File: src/rtl/wdog_pkg.sv
package wdog_pkg;

  typedef enum logic [1:0] {
    DIV_MAIN_LO = 2'd0,
    DIV_MAIN_HI = 2'd1,
    DIV_SUB     = 2'd2
  } wdog_div_e;

  function automatic wdog_div_e pick_div(input logic sub_clk, input logic div_hi);
    if (sub_clk)     return DIV_SUB;
    else if (div_hi) return DIV_MAIN_HI;
    else             return DIV_MAIN_LO;
  endfunction

endpackage

File: src/rtl/wdog_ratio_sel.sv
module wdog_ratio_sel
  import wdog_pkg::*;
#(
  parameter int DIV_LO  = 16,
  parameter int DIV_HI  = 128,
  parameter int DIV_SUB = 2,
  parameter int PRE_W   = 7
) (
  input  logic             sub_clk_i,
  input  logic             div_hi_i,
  output logic [PRE_W-1:0] ratio_m1_o
);

  wdog_div_e div_sel;

  always_comb begin
    div_sel = pick_div(sub_clk_i, div_hi_i);
    unique case (div_sel)
      DIV_SUB:     ratio_m1_o = PRE_W'(DIV_SUB - 1);
      DIV_MAIN_HI: ratio_m1_o = PRE_W'(DIV_HI - 1);
      default:     ratio_m1_o = PRE_W'(DIV_LO - 1);
    endcase
  end

endmodule

File: src/rtl/wdog_prescaler.sv
module wdog_prescaler #(
  parameter int PRE_W = 7
) (
  input  logic             clk_i,
  input  logic             rst_ni,
  input  logic             run_i,
  input  logic             load_i,
  input  logic [PRE_W-1:0] ratio_m1_i,
  output logic             tick_o
);

  logic [PRE_W-1:0] pre_q;
  logic [PRE_W-1:0] lim_q;
  logic             term;

  assign term   = (pre_q == lim_q);
  assign tick_o = run_i && term;

  // limit is sampled only at wrap (or at first start), so ratio changes wait for terminal count
  always_ff @(posedge clk_i or negedge rst_ni) begin
    if (!rst_ni) begin
      pre_q <= '0;
      lim_q <= '0;
    end else begin
      if (load_i) lim_q <= ratio_m1_i;
      if (run_i) begin
        if (term) begin
          pre_q <= '0;
          lim_q <= ratio_m1_i;
        end else begin
          pre_q <= pre_q + 1'b1;
        end
      end
    end
  end

  a_r1_halted_prescaler: assert property (@(posedge clk_i) disable iff (!rst_ni)
    !run_i |=> $stable(pre_q));

  a_r9_limit_held: assert property (@(posedge clk_i) disable iff (!rst_ni)
    (run_i && !term && !load_i) |=> $stable(lim_q));

endmodule

File: src/rtl/wdog_downcnt.sv
module wdog_downcnt #(
  parameter int CNT_W = 15
) (
  input  logic clk_i,
  input  logic rst_ni,
  input  logic run_i,
  input  logic tick_i,
  input  logic start_i,
  output logic uflow_o
);

  localparam logic [CNT_W-1:0] CntMax = {CNT_W{1'b1}};

  logic [CNT_W-1:0] cnt_q;

  // a start strobe masks the underflow of the same cycle
  assign uflow_o = run_i && tick_i && (cnt_q == '0) && !start_i;

  always_ff @(posedge clk_i or negedge rst_ni) begin
    if (!rst_ni)                  cnt_q <= CntMax;
    else if (start_i || uflow_o)  cnt_q <= CntMax;
    else if (run_i && tick_i)     cnt_q <= cnt_q - 1'b1;
  end

  a_r2_start_loads: assert property (@(posedge clk_i) disable iff (!rst_ni)
    start_i |=> (cnt_q == CntMax));

  a_r5_reload_after_uflow: assert property (@(posedge clk_i) disable iff (!rst_ni)
    uflow_o |=> (cnt_q == CntMax));

endmodule

File: src/rtl/wdog_mode_reg.sv
module wdog_mode_reg (
  input  logic clk_i,
  input  logic rst_ni,
  input  logic wr_i,
  input  logic wdata_i,
  output logic mode_o
);

  // set-only: software can raise it, only system reset drops it
  always_ff @(posedge clk_i or negedge rst_ni) begin
    if (!rst_ni)               mode_o <= 1'b0;
    else if (wr_i && wdata_i)  mode_o <= 1'b1;
  end

  a_r7_sticky: assert property (@(posedge clk_i) disable iff (!rst_ni)
    mode_o |=> mode_o);

endmodule

File: src/rtl/wdog_prescaled.sv
module wdog_prescaled #(
  parameter int CNT_W   = 15,
  parameter int DIV_LO  = 16,
  parameter int DIV_HI  = 128,
  parameter int DIV_SUB = 2
) (
  input  logic clk_i,
  input  logic rst_ni,
  input  logic start_wr_i,
  input  logic div_hi_i,
  input  logic sub_clk_i,
  input  logic mode_wr_i,
  input  logic mode_wdata_i,
  output logic irq_o,
  output logic rst_req_o
);

  localparam int DivMaxA = (DIV_LO > DIV_HI) ? DIV_LO : DIV_HI;
  localparam int DivMax  = (DivMaxA > DIV_SUB) ? DivMaxA : DIV_SUB;
  localparam int PRE_W   = (DivMax > 2) ? $clog2(DivMax) : 1;

  logic             run_q;
  logic [PRE_W-1:0] ratio_m1;
  logic             tick;
  logic             uflow;
  logic             mode;

  always_ff @(posedge clk_i or negedge rst_ni) begin
    if (!rst_ni)         run_q <= 1'b0;
    else if (start_wr_i) run_q <= 1'b1;
  end

  wdog_ratio_sel #(
    .DIV_LO (DIV_LO),
    .DIV_HI (DIV_HI),
    .DIV_SUB(DIV_SUB),
    .PRE_W  (PRE_W)
  ) u_ratio (
    .sub_clk_i (sub_clk_i),
    .div_hi_i  (div_hi_i),
    .ratio_m1_o(ratio_m1)
  );

  wdog_prescaler #(.PRE_W(PRE_W)) u_pre (
    .clk_i     (clk_i),
    .rst_ni    (rst_ni),
    .run_i     (run_q),
    .load_i    (start_wr_i && !run_q),
    .ratio_m1_i(ratio_m1),
    .tick_o    (tick)
  );

  wdog_downcnt #(.CNT_W(CNT_W)) u_cnt (
    .clk_i  (clk_i),
    .rst_ni (rst_ni),
    .run_i  (run_q),
    .tick_i (tick),
    .start_i(start_wr_i),
    .uflow_o(uflow)
  );

  wdog_mode_reg u_mode (
    .clk_i  (clk_i),
    .rst_ni (rst_ni),
    .wr_i   (mode_wr_i),
    .wdata_i(mode_wdata_i),
    .mode_o (mode)
  );

  assign irq_o     = uflow && !mode;
  assign rst_req_o = uflow && mode;

  a_r1_no_pulse_halted: assert property (@(posedge clk_i) disable iff (!rst_ni)
    !run_q |-> !(irq_o || rst_req_o));

  a_r10_start_wins: assert property (@(posedge clk_i) disable iff (!rst_ni)
    start_wr_i |-> !(irq_o || rst_req_o));

  a_r11_exclusive: assert property (@(posedge clk_i) disable iff (!rst_ni)
    !(irq_o && rst_req_o));

  a_r11_single_irq: assert property (@(posedge clk_i) disable iff (!rst_ni)
    irq_o |=> !irq_o);

  a_r11_single_rst: assert property (@(posedge clk_i) disable iff (!rst_ni)
    rst_req_o |=> !rst_req_o);

endmodule

File: config.mk
export PLATFORM = sky130hd
export DESIGN_NAME = wdog_prescaled
export DESIGN_NICKNAME = d
export VERILOG_FILES = /design/src/rtl/wdog_pkg.sv /design/src/rtl/wdog_ratio_sel.sv /design/src/rtl/wdog_prescaler.sv /design/src/rtl/wdog_downcnt.sv /design/src/rtl/wdog_mode_reg.sv /design/src/rtl/wdog_prescaled.sv
export SDC_FILE = /design/constraint.sdc
export NUM_CORES = 1
export LEC_CHECK = 0
export ABC_AREA = 1
export BUFFER_PORTS_ARGS = -buffer_cell sky130_fd_sc_hd__buf_2
export CAP_MARGIN = 20
export CORE_ASPECT_RATIO = 1.4
export CORE_MARGIN = 2
export CORE_UTILIZATION = 35
export CTS_CLUSTER_DIAMETER = 200
export DETAILED_ROUTE_END_ITERATION = 16
export GPL_ROUTABILITY_DRIVEN = 0
export PLACE_DENSITY = 0.59
export SLEW_MARGIN = 5
export SYNTH_ARGS = -nofsm -noshare
export SYNTH_HDL_FRONTEND = slang
export SYNTH_SLANG_ARGS = --single-unit
File: constraint.sdc
create_clock -name clk_i -period 2.5 [get_ports clk_i]
set_input_delay 0.5 -clock clk_i [delete_from_list [all_inputs] [get_ports clk_i]]
set_output_delay 0.5 -clock clk_i [all_outputs]
set_load 0.05 [all_outputs]
### Word level (Yosys, flattened, before mapping)

Index checks and enable logic that the tools add are counted.

* memories kept: 0
* memory bits (read-only): 0
* flip-flop bits (word level): 31
* bits in writable memories: 0
* output and inout port bits: 2
* bits of input ports: 7
* bits in latches: 0

* equality and inequality tests: 3
* bitwise logic cells: 0
* mux-type cells: 9
* order comparisons: 0
* multiply operators: 0
* shift operators: 0
* divide/modulo/power cells: 0
* $add $sub $neg: 2
* reduce and logical (&&, ||, !) cells: 14

Operators by type and width (number)
* 15-bit 2-to-1 mux: 2
* 7-bit 2-to-1 mux: 4
* 15-bit logical NOT: 1
* 15-bit by 1-bit subtractor with 15-bit output (second input constant): 1
* 7-bit one-hot mux with 2 select lines: 1
* 1-bit logical AND: 8
* 7-bit by 1-bit adder with 7-bit output (second input constant): 1
* 7-bit equality test: 1
* 1-bit logical NOT: 3
* 2-bit by 1-bit equality test with 1-bit output (second input constant): 1
* 2-bit equality test (second input constant): 1
* 2-bit 2-to-1 mux: 1
* 2-bit nonzero test: 1
* 1-bit logical OR: 1
* 1-bit 2-to-1 mux: 1

### Depth between registers and ports, before layout

Gate-level depths: netlist of the first run.

* depth after elaboration: 7
* gate-level depth with buffers: 12
* depth with buffers taken out: 11

### Cells and area by module

Synthesis of the first run repeated with hierarchy kept, for this count alone.

* cells, all modules: 276
* area, all modules: 2062.0 um2

Modules (own cells, without submodules)
* wdog_downcnt: instances 1, sequential area each 394.1 um2, area an instance 1023.5 um2, cells an instance 128
* wdog_prescaler: instances 1, sequential area each 350.3 um2, area an instance 889.6 um2, cells an instance 126
* wdog_prescaled: instances 1, sequential area each 25.0 um2, area an instance 57.6 um2, cells an instance 9
* wdog_ratio_sel: instances 1, sequential area each 0.0 um2, area an instance 55.1 um2, cells an instance 9
* wdog_mode_reg: instances 1, sequential area each 25.0 um2, area an instance 36.3 um2, cells an instance 4

### Least setup slack after synthesis of the first run

No wires, ideal clock.

* path type: reg-to-output
* start: reg u_cnt.cnt_q[0]
* end: out irq_o
* path buffers: 1
* cell stages (with the launch flop): 8
* path slack: 0.255 ns
* arrival time: 1.745 ns
* required time: 2.000 ns
* cells stage by stage: dfstp_2 > inv_1 > ha_1 > nand3_1 > nor2_2 > nand3_2 > buf_6 > nor3_2

* longest elaborated chain between the ends: 4

RTL lines
* start, declared: RTL line wdog_downcnt.sv:14 `logic [CNT_W-1:0] cnt_q;`
* start signal, assigned: RTL line wdog_downcnt.sv:20 `if (!rst_ni) cnt_q <= CntMax;`
* start signal, assigned: RTL line wdog_downcnt.sv:21 `else if (start_i || uflow_o) cnt_q <= CntMax;`
* start signal, assigned: RTL line wdog_downcnt.sv:22 `else if (run_i && tick_i) cnt_q <= cnt_q - 1'b1;`
* 15-bit logical NOT: RTL line wdog_downcnt.sv:17 `assign uflow_o = run_i && tick_i && (cnt_q == '0) && !start_i;`
* 1-bit logical AND (2 in a row): RTL line wdog_downcnt.sv:17
* 1-bit logical AND: RTL line wdog_prescaled.sv:70 `assign irq_o = uflow && !mode;`
* end, declared: RTL line wdog_prescaled.sv:14 `output logic irq_o,`

Every way passes these cells.

### Final worst setup path of the first run

* start: reg u_cnt.cnt_q[9]
* end: out rst_req_o

* longest elaborated chain between the ends: 4

RTL lines
* 15-bit logical NOT: RTL line wdog_downcnt.sv:17
* 1-bit logical AND (2 in a row): RTL line wdog_downcnt.sv:17
* 1-bit logical AND: RTL line wdog_prescaled.sv:71 `assign rst_req_o = uflow && mode;`
* end, declared: RTL line wdog_prescaled.sv:15 `output logic rst_req_o`

Every way passes these cells.

==> impl_metrics.env, run 1 <==
export IMPL_status="complete, no violations"
export IMPL_synth_avg_cell_area_um2=7.10
export IMPL_crit_top_cell="nor2_2"
export IMPL_max_freq_mhz=445
export IMPL_wl_um=4000
export IMPL_startpoint="u_cnt.cnt_q[9]"
export IMPL_drc=0
export IMPL_finalSetupViolations=0
export IMPL_cp_data_arrival_time_ns=1.75
export IMPL_maxCapViolCount=0
export IMPL_yosysWarnings=0
export IMPL_cts_made_buffers=5
export IMPL_start_util=0.357
export IMPL_nets=294
export IMPL_dieArea_um2=6140
export IMPL_place_area_um2=2030
export IMPL_synth_area_um2=1930
export IMPL_timing_final_crit_period_ns=2.25
export IMPL_r2r_end="u_cnt.cnt_q[0]"
export IMPL_worstSetupStartpointType="flop"
export IMPL_htreeDepth=2
export IMPL_holdWs_ns=0.277
export IMPL_ir_drop_mv=0.518
export IMPL_synth_ff_type="dfrtp_1"
export IMPL_syn_inst=272
export IMPL_dieWidth_um=66.8
export IMPL_crit_required_ns=2.00
export IMPL_pwr_density_cell_nw_per_um2=830
export IMPL_power_leakage_nw=1.11
export IMPL_synth_async_reset_ratio=1.00
export IMPL_grt_overflow_total=0
export IMPL_synth_edf_count=0
export IMPL_ys_ff_latch=31
export IMPL_clockBufferDepth=2
export IMPL_end_kind="output pin"
export IMPL_r2r_start="u_cnt.cnt_q[0]"
export IMPL_design_area_um2=2110
export IMPL_critPathMaxFanout=4
export IMPL_grt_max_degree=32
export IMPL_track_usage=0.149
export IMPL_crit_end="rst_req_o"
export IMPL_diodes=0
export IMPL_drt_pass1_iterations=4
export IMPL_post_cts_setup_buffers=0
export IMPL_min_path_type="in2async"
export IMPL_ctsHoldBuffers=0
export IMPL_area_delta_synth_final_pct=9.20
export IMPL_rows=32
export IMPL_syn_nets=282
export IMPL_fp_dieH_um=91.9
export IMPL_maxSlewViolCount=0
export IMPL_rrSetupSlack_ns=0.82
export IMPL_grt_pass1_vias=1649
export IMPL_worst_slew_pin_slew_ns=0.728
export IMPL_antenna_found_initial=0
export IMPL_finalCritPeriodShare=0.900
export IMPL_ant_nets=0
export IMPL_avgRoutedWirePerCell_um=11.3
export IMPL_cts_root_buf="clkbuf_8"
export IMPL_grt_pass1_wl_um=7000
export IMPL_via_count=1617
export IMPL_yosysSeqAreaShare=0.411
export IMPL_crit_slowest_cell="dfstp_2"
export IMPL_crit_type="reg2out"
export IMPL_dr_first_iter_drc_count=77
export IMPL_cts_tree="yes"
export IMPL_p_total_w=0.00175
export IMPL_port_buffers=8
export IMPL_critPathMaxStageDelay_ns=0.38
export IMPL_vias_per_cell=4.58
export IMPL_fin_skew_ns=0.00544
export IMPL_ff2ff_path_depth=9
export IMPL_boundaryPins=9
export IMPL_insertion_delay_ns=0.29
export IMPL_drive_gt1_frac=0.175
export IMPL_slew_headroom=0.514
export IMPL_fin_setup_tns_ns=0
export IMPL_place_hpwl_um=2910
export IMPL_numClockSinks=31
export IMPL_finalHoldViolCount=0
export IMPL_clkTransAtPathRegs_ns=0.07
export IMPL_postCtsResizedCells=0
export IMPL_crit_chain="nor2_1, nand2_1, nor2_2, inv_1, nor2_2, nand3_2, nor3_2, buf_2"
export IMPL_rsz0062_at_grt="false"
export IMPL_synth_cell_types=25
export IMPL_core_area_um2=5410
-- stage by stage --
stage                     setup slack (ns)  std cells   util
after floorplan                      0.255        272      -
after global placement               0.588        345  0.375
after detailed placement             0.540        345  0.375
after CTS                            0.214        353  0.390
after global routing                0.0326        353  0.390
final                                0.250        353  0.390
-- layout make-up --
cell class | instances | area [um2]
fillers | 571 | 3300
repair buffers | 10 | 55.1
clock buffers | 5 | 68.8
clock inverters | 3 | 15.0
multi-input cells | 191 | 922
well taps | 68 | 85.1
flip-flops and latches | 31 | 795
inverters | 45 | 169
-- power by group --
| group | leakage [nW] | internal [W] | switching (W) | total (W) |
|---|---|---|---|---|
| clock network | 0.0477 | 0.000190 | 0.000192 | 0.000382 |
| registers | 0.336 | 0.000679 | 0.000135 | 0.000814 |
| logic | 0.729 | 0.000225 | 0.000329 | 0.000553 |
-- critical path, delay by kind of cell, from the launching register on --
kind | cells | cell delay [ns]
flops | 1 | 0.38
simple gates | 6 | 0.73
buf+inv | 2 | 0.34
-- sequential cells by signal, summed over array words and instances (netlist names) --
signal / flops
u_pre.pre_q: 7
u_pre.lim_q: 7
u_mode.mode_o: 1
run_q: 1
u_cnt.cnt_q: 15
-- cell usage in the layout, fill, tap and decap left out, drive strengths merged, types with 2 or more instances in the layout --
master  instances
a21oi           4
buf            10
clkbuf          5
clkinv          3
dfrtp          16
dfstp          15
ha              3
inv            45
nand2          99
nand3          27
nand3b          2
nor2           27
nor3            5
o21ai          13
xnor2           6
xor2            3
-- synth_stat cells, types with 4 or more instances --
master / count / area (um2)
xnor2_1: 6 / 52.6
a21oi_1: 4 / 20.0
o21ai_0: 13 / 65.1
dfrtp_1: 16 / 400
inv_2: 4 / 15.0
nand3_1: 24 / 120
nor2_1: 23 / 86.3
nand2_1: 96 / 360
dfstp_2: 15 / 394
inv_1: 41 / 154
-- routing by layer --
layer  track usage  up-vias  share of wire
met5             0        -              0
met4        0.0493        0          0.020
met3        0.0405        8          0.025
met2         0.272       14           0.53
met1         0.162      747           0.43
li1              -      848              -
-- worst min-delay path by stage --
stage | endpoint
floorplan | run_q
global placement | u_cnt.cnt_q[14]
detailed placement | u_cnt.cnt_q[13]
CTS | u_pre.lim_q[0]
global route | u_pre.lim_q[0]
finish | u_mode.mode_o
-- logic make-up (layout without fill, tap and decap cells) --
logic type | after synthesis | count (layout) | share of synthesized area
buffers and inverters | 50 | 63 | 0.111
XOR/XNOR | 9 | 9 | 0.0408
flip-flops | 31 | 31 | 0.411
AND/OR/NAND/NOR | 162 | 162 | 0.373
AO/OA/AOI/OAI | 17 | 17 | 0.0440
adder cells (fa/ha/maj) | 3 | 3 | 0.0194
Power figures use the tool's default switching activity.
==> run 2, diff against run 1 <==
CORE_ASPECT_RATIO = unset   (was 1.4)
==> run 2 against run 1 <==
Net effect:
- first-iteration DRC count decreased by 23%
- cell count is 1.1% higher
- register-to-register slack got worse by 0.05 ns
- fmax fell by 1.8%
- count of clock-buffer cells in the layout is 2 higher
- worst hold slack lost 0.0062 ns
- die area is 0.13% lower
- critical path depth down 1
- combinational power is 0.9% lower
- global-route usage rose by 0.059 points
- critical path type unchanged
- largest power group unchanged
- sequential power about the same
- clock skew up 0.0036 ns
- critical endpoint unchanged
==> impl_metrics.env, run 2 (synthesis results as in run 1) <==
export IMPL_worst_slew_pin_slew_ns=0.705
export IMPL_switching_share=0.366
export IMPL_finalCritPeriodShare=0.916
export IMPL_fin_skew_ns=0.00905
export IMPL_rows=27
export IMPL_fp_dieH_um=78.3
export IMPL_power_switching_w=0.000649
export IMPL_p_int_w=0.00113
export IMPL_numClockSinks=31
export IMPL_postCtsResizedCells=0
export IMPL_power_frac_comb=0.309
export IMPL_nets=294
export IMPL_maxSlewViolCount=0
export IMPL_ir_drop_mv=0.456
export IMPL_min_path_type="in2async"
export IMPL_crit_chain="inv_1, ha_1, nand3_1, nor2_2, nand3_2, nor3_2, buf_2"
export IMPL_core_area_um2=5410
export IMPL_crit_required_ns=2.00
export IMPL_clkTransAtPathRegs_ns=0.07
export IMPL_post_cts_setup_buffers=0
export IMPL_largest_register_ffs=15
export IMPL_track_usage=0.150
export IMPL_cts_root_buf="clkbuf_8"
export IMPL_drive_gt1_frac=0.172
export IMPL_max_freq_mhz=436
export IMPL_critPathBufInv=2
export IMPL_regMostFlops="u_cnt.cnt_q"
export IMPL_place_area_um2=2030
export IMPL_grt_max_degree=32
export IMPL_place_hpwl_um=2810
export IMPL_via_count=1612
export IMPL_dieWidth_um=78.3
export IMPL_crit_slowest_cell="dfstp_2"
export IMPL_port_buffers=8
export IMPL_finalHoldViolCount=0
export IMPL_start_util=0.357
export IMPL_mostFrequentLayoutCells="nand2_1 (96), inv_1 (41), nand3_1 (24), nor2_1 (23), dfrtp_1 (16)"
export IMPL_cts_tree="yes"
export IMPL_vias_per_cell=4.52
export IMPL_area_delta_synth_final_pct=9.84
export IMPL_final_common_cell="nand2_1"
export IMPL_slew_headroom=0.530
export IMPL_drt_pass1_iterations=4
export IMPL_htreeDepth=2
export IMPL_ant_nets=0
export IMPL_dr_first_iter_drc_count=59
export IMPL_timing_final_crit_period_ns=2.29
export IMPL_crit_family="simple AND/OR/NAND/NOR gates"
export IMPL_antenna_found_initial=0
export IMPL_grt_pass1_wl_um=7310
export IMPL_critPathMaxStageDelay_ns=0.37
export IMPL_grt_overflow_total=0
export IMPL_insertion_delay_ns=0.28
export IMPL_finalSetupViolations=0
export IMPL_clockPowerShare=0.232
export IMPL_rsz0062_at_grt="false"
export IMPL_cts_made_buffers=5
export IMPL_diodes=0
export IMPL_pwr_density_cell_nw_per_um2=836
export IMPL_dieArea_um2=6130
export IMPL_critPathMaxFanout=4
export IMPL_design_area_um2=2120
export IMPL_power_leakage_nw=1.11
export IMPL_boundaryPins=9
export IMPL_top_regs="u_cnt.cnt_q: 15 flops, u_pre.lim_q: 7 flops, u_pre.pre_q: 7 flops"
export IMPL_clockBufferDepth=2
export IMPL_worstSetupStartpointType="flop"
export IMPL_status="complete, no violations"
export IMPL_seqPwrFrac=0.459
export IMPL_cp_data_arrival_time_ns=1.79
export IMPL_maxCapViolCount=0
export IMPL_drc=0
export IMPL_wl_um=3940
export IMPL_avgRoutedWirePerCell_um=11.0
export IMPL_fin_setup_tns_ns=0
export IMPL_crit_type="reg2out"
export IMPL_ctsHoldBuffers=0
export IMPL_grt_pass1_vias=1582
export IMPL_end_kind="output pin"
==> run 2: cell count changes in the layout (fill, tap and decap cells not counted) <==
cell      previous run  this run
clkinv_2             3         1
clkbuf_1             0         1
clkbuf_8             5         6
==> run 2: metrics by stage <==
stage               std cells  utilization  power (W)  hold slack [ns]  setup WS [ns]
finish                    357        0.393    0.00177            0.271          0.209
global route              357        0.393    0.00195            0.326         0.0792
CTS                       357        0.393    0.00180            0.294          0.210
detailed placement        349        0.376    0.00138            0.458          0.521
global placement          349        0.376    0.00137            0.455          0.548
floorplan                 272            -    0.00125            0.204          0.255
==> run 2: final cells by class <==
cell class,instances,area (um2)
clock inverters,1,5.00
inverters,45,169
well taps,72,90.1
fillers,603,3280
multi-input cells,191,922
repair buffers,10,55.1
clock buffers,7,86.3
flip-flops and latches,31,795
==> run 2: per-layer routing <==
metal / share of wire / track usage / vias up
li1: - / - / 849
met3: 0.034 / 0.0345 / 4
met5: 0 / 0 / -
met2: 0.44 / 0.233 / 23
met1: 0.51 / 0.210 / 736
met4: 0.012 / 0.0421 / 0
==> run 2: final timing paths <==
kind | start | end | slack, ns | depth (start not counted)
setup / recovery | u_cnt.cnt_q[0] | rst_req_o | 0.21 | 7
hold / removal | rst_ni | u_mode.mode_o | 0.27 | 1
setup reg to reg | u_cnt.cnt_q[0] | u_cnt.cnt_q[0] | 0.77 | 9
hold reg to reg | u_cnt.cnt_q[14] | u_cnt.cnt_q[14] | 0.48 | 2
max in group asynchronous | rst_ni | u_pre.pre_q[1] | 1.77 | 1
min in group clk_i | mode_wdata_i | u_mode.mode_o | 0.41 | 3
==> run 2: power by group through the flow <==
stage          combinational (W)  clock (W)  sequential (W)
3_3_place_gp            0.000543          0        0.000822
5_1_grt                 0.000663   0.000442        0.000842
6_report                0.000548   0.000412        0.000815
2_1_floorplan           0.000460          0        0.000790
3_5_place_dp            0.000552          0        0.000823
4_1_cts                 0.000555   0.000423        0.000817
